## config.mk

```make
export PLATFORM = sky130hd
export DESIGN_NAME = keypad_decoder
export DESIGN_NICKNAME = d
export VERILOG_FILES = /design/src/rtl/keypad_pkg.sv /design/src/rtl/keypad_line_filter.sv /design/src/rtl/keypad_decode_ctrl.sv /design/src/rtl/keypad_code_path.sv /design/src/rtl/keypad_decoder.sv
export SDC_FILE = /design/constraint.sdc
export NUM_CORES = 1
export LEC_CHECK = 0
export CORE_MARGIN = 10
export CORE_UTILIZATION = 44
export DETAILED_ROUTE_END_ITERATION = 8
export DONT_BUFFER_PORTS = 1
export GPL_TIMING_DRIVEN = 0
export SYNTH_ARGS = -nofsm -noshare
export SYNTH_HDL_FRONTEND = slang
export SYNTH_SLANG_ARGS = --single-unit
```

## constraint.sdc

```tcl
create_clock -name clk -period 3.7 [get_ports clk]
set_input_delay 0.185 -clock clk [delete_from_list [all_inputs] [get_ports clk]]
set_output_delay 0.185 -clock clk [all_outputs]
set_load 0.02 [all_outputs]
```

## src/rtl/keypad_pkg.sv

```systemverilog
package keypad_pkg;
  localparam int KP_ROWS   = 4;
  localparam int KP_COLS   = 3;
  localparam int KP_CODE_W = 4;
  localparam int KP_ROW_IW = $clog2(KP_ROWS);
  localparam int KP_COL_IW = $clog2(KP_COLS);

  // Strobes from control to the output datapath
  typedef struct packed {
    logic                 oneKey;   // exactly one row and one column active
    logic [KP_ROWS-1:0]   rowHit;   // active-high row hits
    logic [KP_COLS-1:0]   colHit;   // active-high column hits
  } decodeStrobe_t;

  // Fixed key map: rows 0..2 are digits, row 3 is star/0/hash
  function automatic logic [KP_CODE_W-1:0] keyMap(
      input logic [KP_ROW_IW-1:0] rowIdx,
      input logic [KP_COL_IW-1:0] colIdx);
    logic [KP_CODE_W-1:0] codeVal;
    if (rowIdx == KP_ROW_IW'(KP_ROWS - 1)) begin
      case (colIdx)
        KP_COL_IW'(0): codeVal = KP_CODE_W'(10);
        KP_COL_IW'(1): codeVal = KP_CODE_W'(0);
        default:       codeVal = KP_CODE_W'(15);
      endcase
    end else begin
      codeVal = KP_CODE_W'(rowIdx) * KP_CODE_W'(KP_COLS)
              + KP_CODE_W'(colIdx) + KP_CODE_W'(1);
    end
    return codeVal;
  endfunction
endpackage

```

## src/rtl/keypad_line_filter.sv

```systemverilog
module keypad_line_filter #(
  parameter int NUM_LINES   = 7,
  parameter int SYNC_STAGES = 2,
  parameter int HOLD_CYCLES = 16
) (
  input  logic                 clk,
  input  logic                 rst,
  input  logic [NUM_LINES-1:0] rawLines,
  output logic [NUM_LINES-1:0] stableLines
);
  localparam int CNT_W = (HOLD_CYCLES > 1) ? $clog2(HOLD_CYCLES) : 1;
  localparam logic [CNT_W-1:0] CNT_LAST = CNT_W'(HOLD_CYCLES - 1);

  for (genvar gLine = 0; gLine < NUM_LINES; gLine++) begin : gLineFilter
    logic [SYNC_STAGES-1:0] syncChain;
    logic [CNT_W-1:0]       holdCnt;
    logic                   lineState;
    logic                   syncLevel;

    assign syncLevel = syncChain[SYNC_STAGES-1];

    // Metastability chain, idles high
    always_ff @(posedge clk) begin
      if (rst) syncChain <= '1;
      else     syncChain <= {syncChain[SYNC_STAGES-2:0], rawLines[gLine]};
    end

    // Accept a new level only after it has held HOLD_CYCLES cycles
    always_ff @(posedge clk) begin
      if (rst) begin
        lineState <= 1'b1;
        holdCnt   <= '0;
      end else if (syncLevel != lineState) begin
        if (holdCnt == CNT_LAST) begin
          lineState <= syncLevel;
          holdCnt   <= '0;
        end else begin
          holdCnt <= holdCnt + CNT_W'(1);
        end
      end else begin
        holdCnt <= '0;
      end
    end

    assign stableLines[gLine] = lineState;
  end
endmodule

```

## src/rtl/keypad_decode_ctrl.sv

```systemverilog
module keypad_decode_ctrl
  import keypad_pkg::*;
(
  input  logic [KP_ROWS-1:0] dbRows,
  input  logic [KP_COLS-1:0] dbCols,
  output decodeStrobe_t      strobe
);
  logic [KP_ROWS-1:0] rowHit;
  logic [KP_COLS-1:0] colHit;
  logic               rowSingle;
  logic               colSingle;

  assign rowHit = ~dbRows;
  assign colHit = ~dbCols;

  // Single-hot test: non-zero and no two bits set (x & (x-1) == 0)
  always_comb begin
    rowSingle = (rowHit != '0) && ((rowHit & (rowHit - KP_ROWS'(1))) == '0);
    colSingle = (colHit != '0) && ((colHit & (colHit - KP_COLS'(1))) == '0);
  end

  always_comb begin
    strobe.oneKey = rowSingle && colSingle;
    strobe.rowHit = rowHit;
    strobe.colHit = colHit;
  end
endmodule

```

## src/rtl/keypad_code_path.sv

```systemverilog
module keypad_code_path
  import keypad_pkg::*;
(
  input  logic                 clk,
  input  logic                 rst,
  input  decodeStrobe_t        strobe,
  output logic [KP_CODE_W-1:0] keyCode,
  output logic                 keyValid
);
  logic [KP_ROW_IW-1:0] rowIdx;
  logic [KP_COL_IW-1:0] colIdx;
  logic [KP_CODE_W-1:0] nextCode;

  // One-hot to index; only meaningful when oneKey is set
  always_comb begin
    rowIdx = '0;
    for (int r = 0; r < KP_ROWS; r++)
      if (strobe.rowHit[r]) rowIdx = KP_ROW_IW'(r);
  end

  always_comb begin
    colIdx = '0;
    for (int c = 0; c < KP_COLS; c++)
      if (strobe.colHit[c]) colIdx = KP_COL_IW'(c);
  end

  assign nextCode = strobe.oneKey ? keyMap(rowIdx, colIdx) : '0;

  always_ff @(posedge clk) begin
    if (rst) begin
      keyCode  <= '0;
      keyValid <= 1'b0;
    end else begin
      keyCode  <= nextCode;
      keyValid <= strobe.oneKey;
    end
  end
endmodule

```

## src/rtl/keypad_decoder.sv

```systemverilog
module keypad_decoder
  import keypad_pkg::*;
#(
  parameter int DEBOUNCE_CYCLES = 16,
  parameter int SYNC_STAGES     = 2
) (
  input  logic                 clk,
  input  logic                 rst,
  input  logic [KP_ROWS-1:0]   rowN,
  input  logic [KP_COLS-1:0]   colN,
  output logic [KP_CODE_W-1:0] keyCode,
  output logic                 keyValid
);
  localparam int LINES = KP_ROWS + KP_COLS;

  logic [LINES-1:0]   dbLines;
  logic [KP_ROWS-1:0] dbRows;
  logic [KP_COLS-1:0] dbCols;
  decodeStrobe_t      strobe;

  keypad_line_filter #(
    .NUM_LINES  (LINES),
    .SYNC_STAGES(SYNC_STAGES),
    .HOLD_CYCLES(DEBOUNCE_CYCLES)
  ) i_filter (
    .clk        (clk),
    .rst        (rst),
    .rawLines   ({colN, rowN}),
    .stableLines(dbLines)
  );

  assign dbRows = dbLines[KP_ROWS-1:0];
  assign dbCols = dbLines[LINES-1:KP_ROWS];

  keypad_decode_ctrl i_ctrl (
    .dbRows(dbRows),
    .dbCols(dbCols),
    .strobe(strobe)
  );

  keypad_code_path i_path (
    .clk     (clk),
    .rst     (rst),
    .strobe  (strobe),
    .keyCode (keyCode),
    .keyValid(keyValid)
  );
endmodule

```

==> metrics.csv, run 1 <==
metric;value;unit
highest routed layer;met4;
Critical Path Max Stage Delay;0.54;ns
Hold Slack;0.294;ns
RSZ-0062 raised after global routing;no;
worst r2r src;i_filter.gLineFilter[2].lineState;
cell mode on critical path;inv_1;
share of layout cells above drive strength 1;12.3;%
Critical Path, Cell by Cell;inv_1 > o21ai_0 > inv_1 > fa_1 > inv_1 > fa_1 > o21ai_0 > a2bb2oi_1 > nor3_1;
synth top area cells;dfxtp_1 (49%), xor2_1 (8.7%), ha_1 (6.2%);
Antenna diodes;0;
Starting Density;46.1;%
worst vdd ir;0.262;mV
die width;90.8;µm
Worst Hold Launch;rst;
first-pass GRT wire length;6020;µm
area of the multi-input gates;1040;µm²
Clock Pin Slew Worst Setup and Hold Paths;0.09;ns
Slowest-stage cell, CP;fa_1;
leading area contributor after synthesis;dfxtp_1;
register area;1080;µm²
largest net degree at the start of global routing;17;
Seq/Total Area, Yosys;49.0;%
initial antenna violation count;0;
DRT iter0 DRCs;49;
async set-reset flop share out of synthesis;0;%
Yosys top cell area share;49.0;%
Synth Flop Type;dfxtp_1;
Met2 Wirelength;1540;µm
Hold Crit Class;in -> reg;
Area Growth Syn to Fin;11.9;%
HPWL Detailed;2370;µm
TritonRoute pass-1 iters;4;
Met3 Routed Length;102;µm
total core area;4790;µm²
IO Count;14;
wl on met1;1620;µm
routed len/inst;11.3;µm
final RePlAce weighted congestion;0.715;
Slew Limit Fails;0;
Port Buffers;0;
critical path class;reg -> reg;
setup bufs post-CTS;0;
TNS Setup;0;ns
Setup crit start kind;register;
max frequency;396;MHz
H-tree levels;2;
Slew HR;71.0;%
CP delay by family, top;adder cells;
CTS buffer count;5;
post-route ant nets;0;
Pwr per Cell Area;408;nW/µm²
number of synthesized register bits;54;
Clk Latency, worst-skew pair;0.31;ns
Leakage;0.00111;µW
full die area;8240;µm²
Worst EP arrival;2.71;ns
skew final;0.00515;ns
Worst setup EP type;register;
syn_nets;235;
Final Routed Wirelength;3320;µm
YS warnings;0;
Crit path required time;3.88;ns
Post-Syn Area;2200;µm²
CP Max Fanout;7;
# hold bufs at CTS;7;
synth unique cells;31;
Max-Cap Viols;0;
CTS sink cnt;54;
GRT Total Usage;8.91;%
Synth Instances;213;
vias in the first global route;1375;
DR DRC count;0;
CTS tree;done;
CTS resizes;0;
Longest Clk Path Bufs;2;
grt total ovfl;0;
drt via density;4.73;
# setup viols final;0;
crit path time final;2.53;ns
EDFF count, synth;0;
Synth Area per Inst;10.4;µm²
Tcrit/Tclk final;68.2;%
Slew @ Worst Pin;0.436;ns
cell row count;25;
CP bufs+invs;3;
Vias;1396;
die height;90.8;µm
Final #Nets;249;
Critical Path Source;i_filter.gLineFilter[2].lineState;
Root Buffer;clkbuf_8;
Final Util;51.6;%
outcome;complete, no violations;
final hold violations;0;
Fillers;453;
[layout make-up]
class / instances / share of cell area (%)
Multi-Input combinational cell: 139 / 42.3
Clock inverter: 3 / 1.62
Clock buffer: 5 / 2.79
Sequential cell: 54 / 43.8
Tap cell: 67 / 3.40
Timing Repair Buffer: 7 / 2.84
Buffer: 7 / 1.22
Inverter: 13 / 1.98
[layout by cell type (no fill, tap or decap), types with 2 or more instances in the layout]
| cell type | Yosys | layout |
|---|---|---|
| nand3b_1 | 8 | 8 |
| clkbuf_8 | 0 | 5 |
| buf_2 | 3 | 3 |
| nand2b_1 | 8 | 8 |
| nor4_1 | 2 | 2 |
| and3b_1 | 7 | 7 |
| fa_1 | 2 | 2 |
| nand4b_1 | 2 | 2 |
| ha_1 | 11 | 11 |
| o21ai_0 | 3 | 3 |
| nor2_1 | 21 | 21 |
| xnor2_1 | 2 | 2 |
| dlygate4sd3_1 | 0 | 7 |
| clkbuf_1 | 4 | 4 |
| a211oi_1 | 3 | 3 |
| clkinv_2 | 0 | 2 |
| inv_1 | 13 | 13 |
| dfxtp_1 | 54 | 54 |
| or2_2 | 14 | 14 |
| mux2i_1 | 7 | 7 |
| xor2_1 | 22 | 22 |
| a31oi_1 | 2 | 2 |
| nand3_1 | 14 | 14 |
[state kept, by name, summed over array words and instances (netlist names)]
name and count:
i_filter.gLineFilter.holdCnt 28, i_filter.gLineFilter.syncChain 14, i_filter.gLineFilter.lineState 7, i_path.keyCode 4
i_path.keyValid 1
[cell usage after synthesis (2+ instances only)]
master / number
buf_2: 3
nand4b_1: 2
clkbuf_1: 4
inv_1: 13
ha_1: 11
and3b_1: 7
nand3_1: 14
mux2i_1: 7
nand3b_1: 8
nor4_1: 2
a31oi_1: 2
xnor2_1: 2
or2_2: 14
fa_1: 2
o21ai_0: 3
nor2_1: 21
xor2_1: 22
dfxtp_1: 54
a211oi_1: 3
nand2b_1: 8
[cell families (layout without fill, tap and decap cells)]
| kind of cell | after synthesis | after routing | synth area share, % |
|---|---|---|---|
| AND/OR/NAND/NOR | 82 | 82 | 21.9 |
| flip-flops | 54 | 54 | 49.0 |
| XOR/XNOR | 24 | 24 | 9.53 |
| buffers and inverters | 20 | 35 | 3.58 |
| adder cells (fa/ha/maj) | 13 | 13 | 8.06 |
| AO/OA/AOI/OAI | 13 | 13 | 4.71 |
| multiplexers | 7 | 7 | 3.18 |
[metal layers]
| metal | GRT usage, % | vias up |
|---|---|---|
| met4 | 4.31 | 0 |
| met3 | 2.83 | 8 |
| li1 | - | 732 |
| met1 | 10.7 | 640 |
| met2 | 14.1 | 16 |
| met5 | 0 | - |
[worst reg2reg max path, delay by kind of cell (launching register included)]
kind                       cells  cell delay, ns
adders and majority gates      2            1.00
AOI/OAI and AO/OA              3            0.67
DFF                            1            0.44
buffers and inverters          3            0.23
and+or+nand+nor                1            0.06
[report_power, final]
part           total (µW)  internal (µW)  switching [µW]
clock                 384            199             184
sequential            594            590            4.15
combinational        28.7           16.0            12.6
[path summary, 6_finish.rpt]
path              slack [ns]                              endpoint  cells after the start
setup / recovery        1.17                     i_path.keyCode[1]                      9
hold / removal          0.29     i_filter.gLineFilter[1].lineState                      2
setup reg to reg        1.17                     i_path.keyCode[1]                      9
hold reg to reg         0.41  i_filter.gLineFilter[5].syncChain[1]                      1
[metrics by stage]
stage,instances,total power [µW],worst slack (ns),area (µm²)
6_report,295,1010,1.17,2470
5_1_grt,295,1050,0.844,2470
4_1_cts,295,1020,1.14,2470
3_5_place_dp,280,632,1.16,2290
3_3_place_gp,280,631,1.17,2290
2_1_floorplan,213,625,1.39,2200
No activity file was read; power rests on OpenSTA's default activity.
==> run 2: changes to the inputs <==
ABC_AREA = 1   (was unset)
clock period = 2.4 ns   (was 3.7 ns; I/O delays follow)
==> run 2 against run 1 <==
Effect of this change: count of clock-buffer cells in the layout grew 1; routed wire length shrank 11%; die area shrank 4.3%; synthesized cell count grew 7.0%; global-route usage shrank 0.46 points; non-clock buffer count shrank 4; critical path type unchanged; sequential power grew 54%; highest routed layer unchanged; maximum frequency grew 23%; register-to-register slack lost 0.83 ns.
==> metrics.csv, run 2 <==
metric;value;unit;change
skew final;0.00470;ns;-0.000451 ns
synth unique cells;22;;-29%
Clk Latency, worst-skew pair;0.30;ns;about the same
CTS buffer count;5;;unchanged
IO Count;14;;unchanged
setup bufs post-CTS;0;;unchanged
number of synthesized register bits;54;;unchanged
Root Buffer;clkbuf_8;;
Slew HR;75.6;%;+4.6 points
crit path time final;2.06;ns;-0.466 ns
die height;88.8;µm;-2.2%
# hold bufs at CTS;7;;unchanged
Tcrit/Tclk final;85.8;%;+18 points
Final Util;52.3;%;+0.74 points
H-tree levels;2;;unchanged
die width;88.8;µm;-2.2%
top flop regs;i_filter.gLineFilter.holdCnt (28), i_filter.gLineFilter.syncChain (14), i_filter.gLineFilter.lineState (7);;
CTS resizes;0;;unchanged
post-route ant nets;0;;unchanged
CP Max Fanout;6;;-1
Final #Nets;264;;+6.0%
register share of total power;58.0;%;-1.0 points
final hold violations;0;;unchanged
Port Buffers;0;;unchanged
CTS sink cnt;54;;unchanged
leading area contributor after synthesis;dfxtp_1;;
Largest register FFs;28;;unchanged
first-pass GRT wire length;5280;µm;-12%
Switching Share;19.4;%;-0.56 points
synth top area cells;dfxtp_1 (52%), nor2_1 (6.7%), ha_1 (6.6%);;
Comb power frac;2.5;%;-0.3 points
drt via density;4.79;;+1.1%
vias in the first global route;1305;;-5.1%
Post-DP Area;2150;µm²;-6.1%
YS warnings;0;;unchanged
Synth Instances;228;;+7.0%
Pwr per Cell Area;676;nW/µm²;+66%
HPWL Detailed;2130;µm;-10%
Vias;1412;;+1.1%
syn_nets;250;;+6.4%
EDFF count, synth;0;;unchanged
Leakage;0.00107;µW;-3.8%
total core area;4470;µm²;-6.5%
DRT iter0 DRCs;40;;-18%
Largest Register;i_filter.gLineFilter.holdCnt;;
Max-Cap Viols;0;;unchanged
Setup crit start kind;register;;
Synth Flop Type;dfxtp_1;;
DR DRC count;0;;unchanged
largest net degree at the start of global routing;18;;+1
Seq/Total Area, Yosys;51.9;%;+2.9 points
Longest Clk Path Bufs;2;;unchanged
Cell Int Power;1270;µW;+58%
Final Routed Wirelength;2960;µm;-11%
Hold Crit Class;in -> reg;;
top-count cell post-synth;dfxtp_1;;
full die area;7890;µm²;-4.3%
Yosys top cell area share;51.9;%;+2.9 points
Slew @ Worst Pin;0.365;ns;-0.0708 ns
GRT Total Usage;8.45;%;-0.46 points
Switching Power;307;µW;+53%
routed len/inst;10.0;µm;-11%
TNS Setup;0;ns;unchanged
Antenna diodes;0;;unchanged
# setup viols final;0;;unchanged
Area Growth Syn to Fin;12.3;%;
TritonRoute pass-1 iters;4;;unchanged
cell row count;24;;-4.0%
Starting Density;46.6;%;+0.50 points
design area;2340;µm²;-5.2%
outcome;complete, no violations;;
Slew Limit Fails;0;;unchanged
initial antenna violation count;0;;unchanged
critical path class;reg -> reg;;
non-filler instance count after layout;295;;unchanged
CTS tree;done;;
Synth Area per Inst;9.14;µm²;-12%
max frequency;486;MHz;+23%
Worst setup EP type;register;;
Clock Pin Slew Worst Setup and Hold Paths;0.09;ns;about the same
commonest cells in the netlist;dfxtp_1 (54), nor2_1 (37), inv_1 (27);;
Post-Syn Area;2080;µm²;-5.5%
grt total ovfl;0;;unchanged
placed insts;280;;unchanged
worst vdd ir;0.452;mV;+73%
final RePlAce weighted congestion;0.751;;+5.1%
commonest non-fill, non-tap cell in the layout;dfxtp_1;;
RSZ-0062 raised after global routing;no;;
Crit path required time;2.60;ns;-1.28 ns
share of layout cells above drive strength 1;12.8;%;+0.48 points
async set-reset flop share out of synthesis;0;%;unchanged
Clk pwr share;39.5;%;+1.4 points
Worst EP arrival;2.26;ns;-0.45 ns
most frequent cells in the layout;dfxtp_1 (54), nor2_1 (37), inv_1 (27), a21oi_1 (18), nand3_1 (15);;
run 2: changes by cell type after synthesis, sizes merged, moves of 4 or more:
cell / previous run / this run
a21oi: 1 / 18
and3b: 7 / 0
inv: 13 / 28
mux2i: 7 / 0
nand2: 1 / 12
nand2b: 8 / 0
nand3b: 8 / 0
nor2: 21 / 39
o211ai: 0 / 7
o21ai: 3 / 7
xnor2: 2 / 7
xor2: 22 / 8
run 2: cell type report:
class,count,area (µm²)
fillers,423,2130
flip-flops and latches,54,1080
multi-input cells,143,883
inverters,28,105
clock buffers,6,82.6
repair buffers,7,70.1
well taps,52,65.1
clock inverters,2,38.8
plain buffers,3,13.8
run 2: per-layer routing:
layer  vias up  share of wire [%]  GRT usage (%)
li1        756                  -              -
met1       628                 50           9.41
met2        21                 42           13.6
met3         7                5.4           3.40
met4         0                2.0           4.41
met5         -                  0              0
run 2: path summary, 6_finish.rpt:
path,from,end,slack [ns],depth (start not counted)
worst min-delay path,rst,i_path.keyCode[0],0.15,4
worst min register to register,i_filter.gLineFilter[1].syncChain[0],i_filter.gLineFilter[1].syncChain[1],0.42,1
worst max-delay path,i_filter.gLineFilter[2].lineState,i_path.keyCode[2],0.34,7
worst max register to register,i_filter.gLineFilter[2].lineState,i_path.keyCode[2],0.34,7
run 2: power groups by stage:
| stage | combinational [µW] | clock (µW) | sequential [µW] |
|---|---|---|---|
| floorplan | 24.8 | 0 | 936 |
| global placement | 31.0 | 0 | 938 |
| detailed placement | 31.1 | 0 | 938 |
| CTS | 39.6 | 653 | 917 |
| global route | 45.5 | 689 | 919 |
| finish | 38.9 | 625 | 917 |
run 2: cell families after synthesis:
| kind of cell | Yosys count | synth area share [%] |
|---|---|---|
| adders and majority gates | 13 | 8.53 |
| DFF | 54 | 51.9 |
| AOI/OAI and AO/OA | 34 | 9.25 |
| buffers and inverters | 31 | 5.71 |
| xor gates and xnor gates | 15 | 6.31 |
| and+or+nand+nor | 81 | 18.3 |
run 2: critical path: stages (launching register included):
cell and delay [ns]:
dfxtp_1 0.43, a21oi_1 0.15, fa_1 0.54, inv_1 0.06, fa_1 0.40, xor2_1 0.16
a21boi_0 0.15, nor2_1 0.06
run 2: stage by stage:
step	hold WS, ns	setup WS [ns]	power [µW]
finish	0.154	0.341	1580
detailed placement	0.226	0.337	969
global route	0.170	0.128	1650
global placement	0.225	0.328	969
CTS	0.154	0.317	1610
floorplan	0.224	0.439	961
==> run 3: changes to the inputs <==
--- a/config.mk
+++ b/config.mk
@@ -7,4 +7,2 @@
 export LEC_CHECK = 0
-export ABC_AREA = 1
-export CORE_MARGIN = 10
 export CORE_UTILIZATION = 44
--- a/constraint.sdc
+++ b/constraint.sdc
@@ -3,2 +3,2 @@
 set_output_delay 0.12 -clock clk [all_outputs]
-set_load 0.02 [all_outputs]
+set_load 0.01 [all_outputs]
==> run 3 against run 2 <==
Effect of this change: global-route usage up 5.1 points; sequential share of layout area down 2.9 points; via count down 2.7%; maximum frequency down 7.0%.
==> metrics.csv, run 3 (synthesized netlist as in run 1, its figures left out) <==
metric;value;unit;change
outcome;complete, no violations;;
placed insts;280;;unchanged
post-route ant nets;0;;unchanged
area of the multi-input gates;1050;µm²;+19%
vias in the first global route;1251;;-4.1%
CP Max Fanout;5;;-1
Hold Slack;0.182;ns;+0.0282 ns
GRT Total Usage;13.6;%;+5.1 points
Slew HR;69.2;%;-6.3 points
Worst setup EP type;register;;
Longest Clk Path Bufs;2;;unchanged
CTS tree;done;;
IO Count;14;;unchanged
Antenna diodes;0;;unchanged
Clock Pin Slew Worst Setup and Hold Paths;0.09;ns;about the same
Port Buffers;0;;unchanged
die height;72.8;µm;-18%
final RePlAce weighted congestion;0.748;;-0.49%
Final Routed Wirelength;3140;µm;+6.1%
max frequency;452;MHz;-7.0%
FF-to-FF path depth;9;;+2
Largest Register;i_filter.gLineFilter.holdCnt;;
Slew Limit Fails;0;;unchanged
Area Growth Syn to Fin;13.5;%;
commonest non-fill, non-tap cell in the layout;dfxtp_1;;
die width;72.8;µm;-18%
first-pass GRT wire length;5420;µm;+2.7%
Setup crit start kind;register;;
Fillers;436;;+3.1%
crit path time final;2.21;ns;+0.156 ns
routed len/inst;10.5;µm;+4.7%
Final #Nets;253;;-4.2%
skew final;0.00736;ns;+0.00266 ns
full die area;5300;µm²;-33%
top flop regs;i_filter.gLineFilter.holdCnt (28), i_filter.gLineFilter.syncChain (14), i_filter.gLineFilter.lineState (7);;
worst vdd ir;0.380;mV;-16%
Pwr per Cell Area;614;nW/µm²;-9.1%
cell row count;25;;+4.2%
grt total ovfl;0;;unchanged
Slew @ Worst Pin;0.461;ns;+0.0966 ns
Root Buffer;clkbuf_8;;
TritonRoute pass-1 iters;4;;unchanged
final hold violations;0;;unchanged
RSZ-0062 raised after global routing;no;;
share of layout cells above drive strength 1;13.8;%;+1.0 points
Tcrit/Tclk final;92.3;%;+6.5 points
Max-Cap Viols;0;;unchanged
CTS sink cnt;54;;unchanged
DRT iter0 DRCs;52;;+30%
register area;1080;µm²;+0.35%
Leakage;0.00113;µW;+5.4%
CTS buffer count;5;;unchanged
Vias;1374;;-2.7%
initial antenna violation count;0;;unchanged
# setup viols final;0;;unchanged
critical path class;reg -> reg;;
Largest register FFs;28;;unchanged
non-filler instance count after layout;299;;+1.4%
most frequent cells in the layout;dfxtp_1 (53), xor2_1 (22), nor2_1 (21), nand3_1 (14), or2_2 (14);;
Hold Crit Class;in -> reg;;
largest net degree at the start of global routing;16;;-2
Worst EP arrival;2.39;ns;+0.13 ns
DR DRC count;0;;unchanged
Crit path required time;2.57;ns;-0.03 ns
HPWL Detailed;2210;µm;+3.6%
total core area;4790;µm²;+7.0%
Starting Density;46.1;%;-0.50 points
drt via density;4.60;;-4.0%
worst hold stages;2;;-2
Clk Latency, worst-skew pair;0.30;ns;about the same
H-tree levels;2;;unchanged
run 3: worst paths after layout:
check | start | to | slack, ns
setup reg to reg | i_filter.gLineFilter[2].lineState | i_path.keyCode[1] | 0.19
hold / removal | rst | i_filter.gLineFilter[1].lineState | 0.18
hold reg to reg | i_filter.gLineFilter[1].syncChain[0] | i_filter.gLineFilter[1].syncChain[1] | 0.41
setup / recovery | i_filter.gLineFilter[2].lineState | i_path.keyCode[1] | 0.19
run 3: area by class of cell:
class	instances	area share (%)
plain buffers	7	1.20
clock buffers	7	3.05
clock inverters	1	1.20
inverters	13	1.95
multi-input cells	139	41.9
flip-flops and latches	54	43.3
well taps	67	3.35
repair buffers	11	4.00
run 3: worst max-delay path, stage by stage, from the launching register on:
cell and delay, ns:
dfxtp_4 0.37, inv_1 0.05, o21ai_2 0.18, inv_1 0.08, fa_1 0.53, inv_1 0.06, fa_1 0.46, o21ai_1 0.15
a2bb2oi_1 0.17, nor3_1 0.06
run 3: through the flow:
step	util (%)	worst slack (ns)	cell area [µm²]	total power [µW]	setup TNS (ns)
6_report	52.3	0.185	2500	1540	0
5_1_grt	52.3	0.0326	2500	1610	0
3_3_place_gp	47.8	-0.151	2290	973	-0.347
2_1_floorplan	-	0.0861	2200	964	0
3_5_place_dp	47.8	-0.142	2290	973	-0.300
4_1_cts	51.5	0.0239	2470	1570	0
run 3: repair_timing:
item,CTS,global route
setup endpoints to repair,3,3
resized for setup,2,3
setup buffers,0,4
hold buffers,7,0
hold endpoints to repair,7,0
pin swaps,0,3
run 3: metal layers:
layer  track usage, %  wire [µm]  vias to the layer above
li1                 -          -                      738
met5                0          0                        -
met3             4.42        111                        7
met4             6.75         64                        0
met1             17.8       1630                      611
met2             19.9       1330                       18
run 3: report_power, final:
part	switching, µW	total [µW]	internal (µW)
clock	266	579	312
combinational	18.3	43.0	24.7
sequential	6.90	915	909
total	292	1540	1250
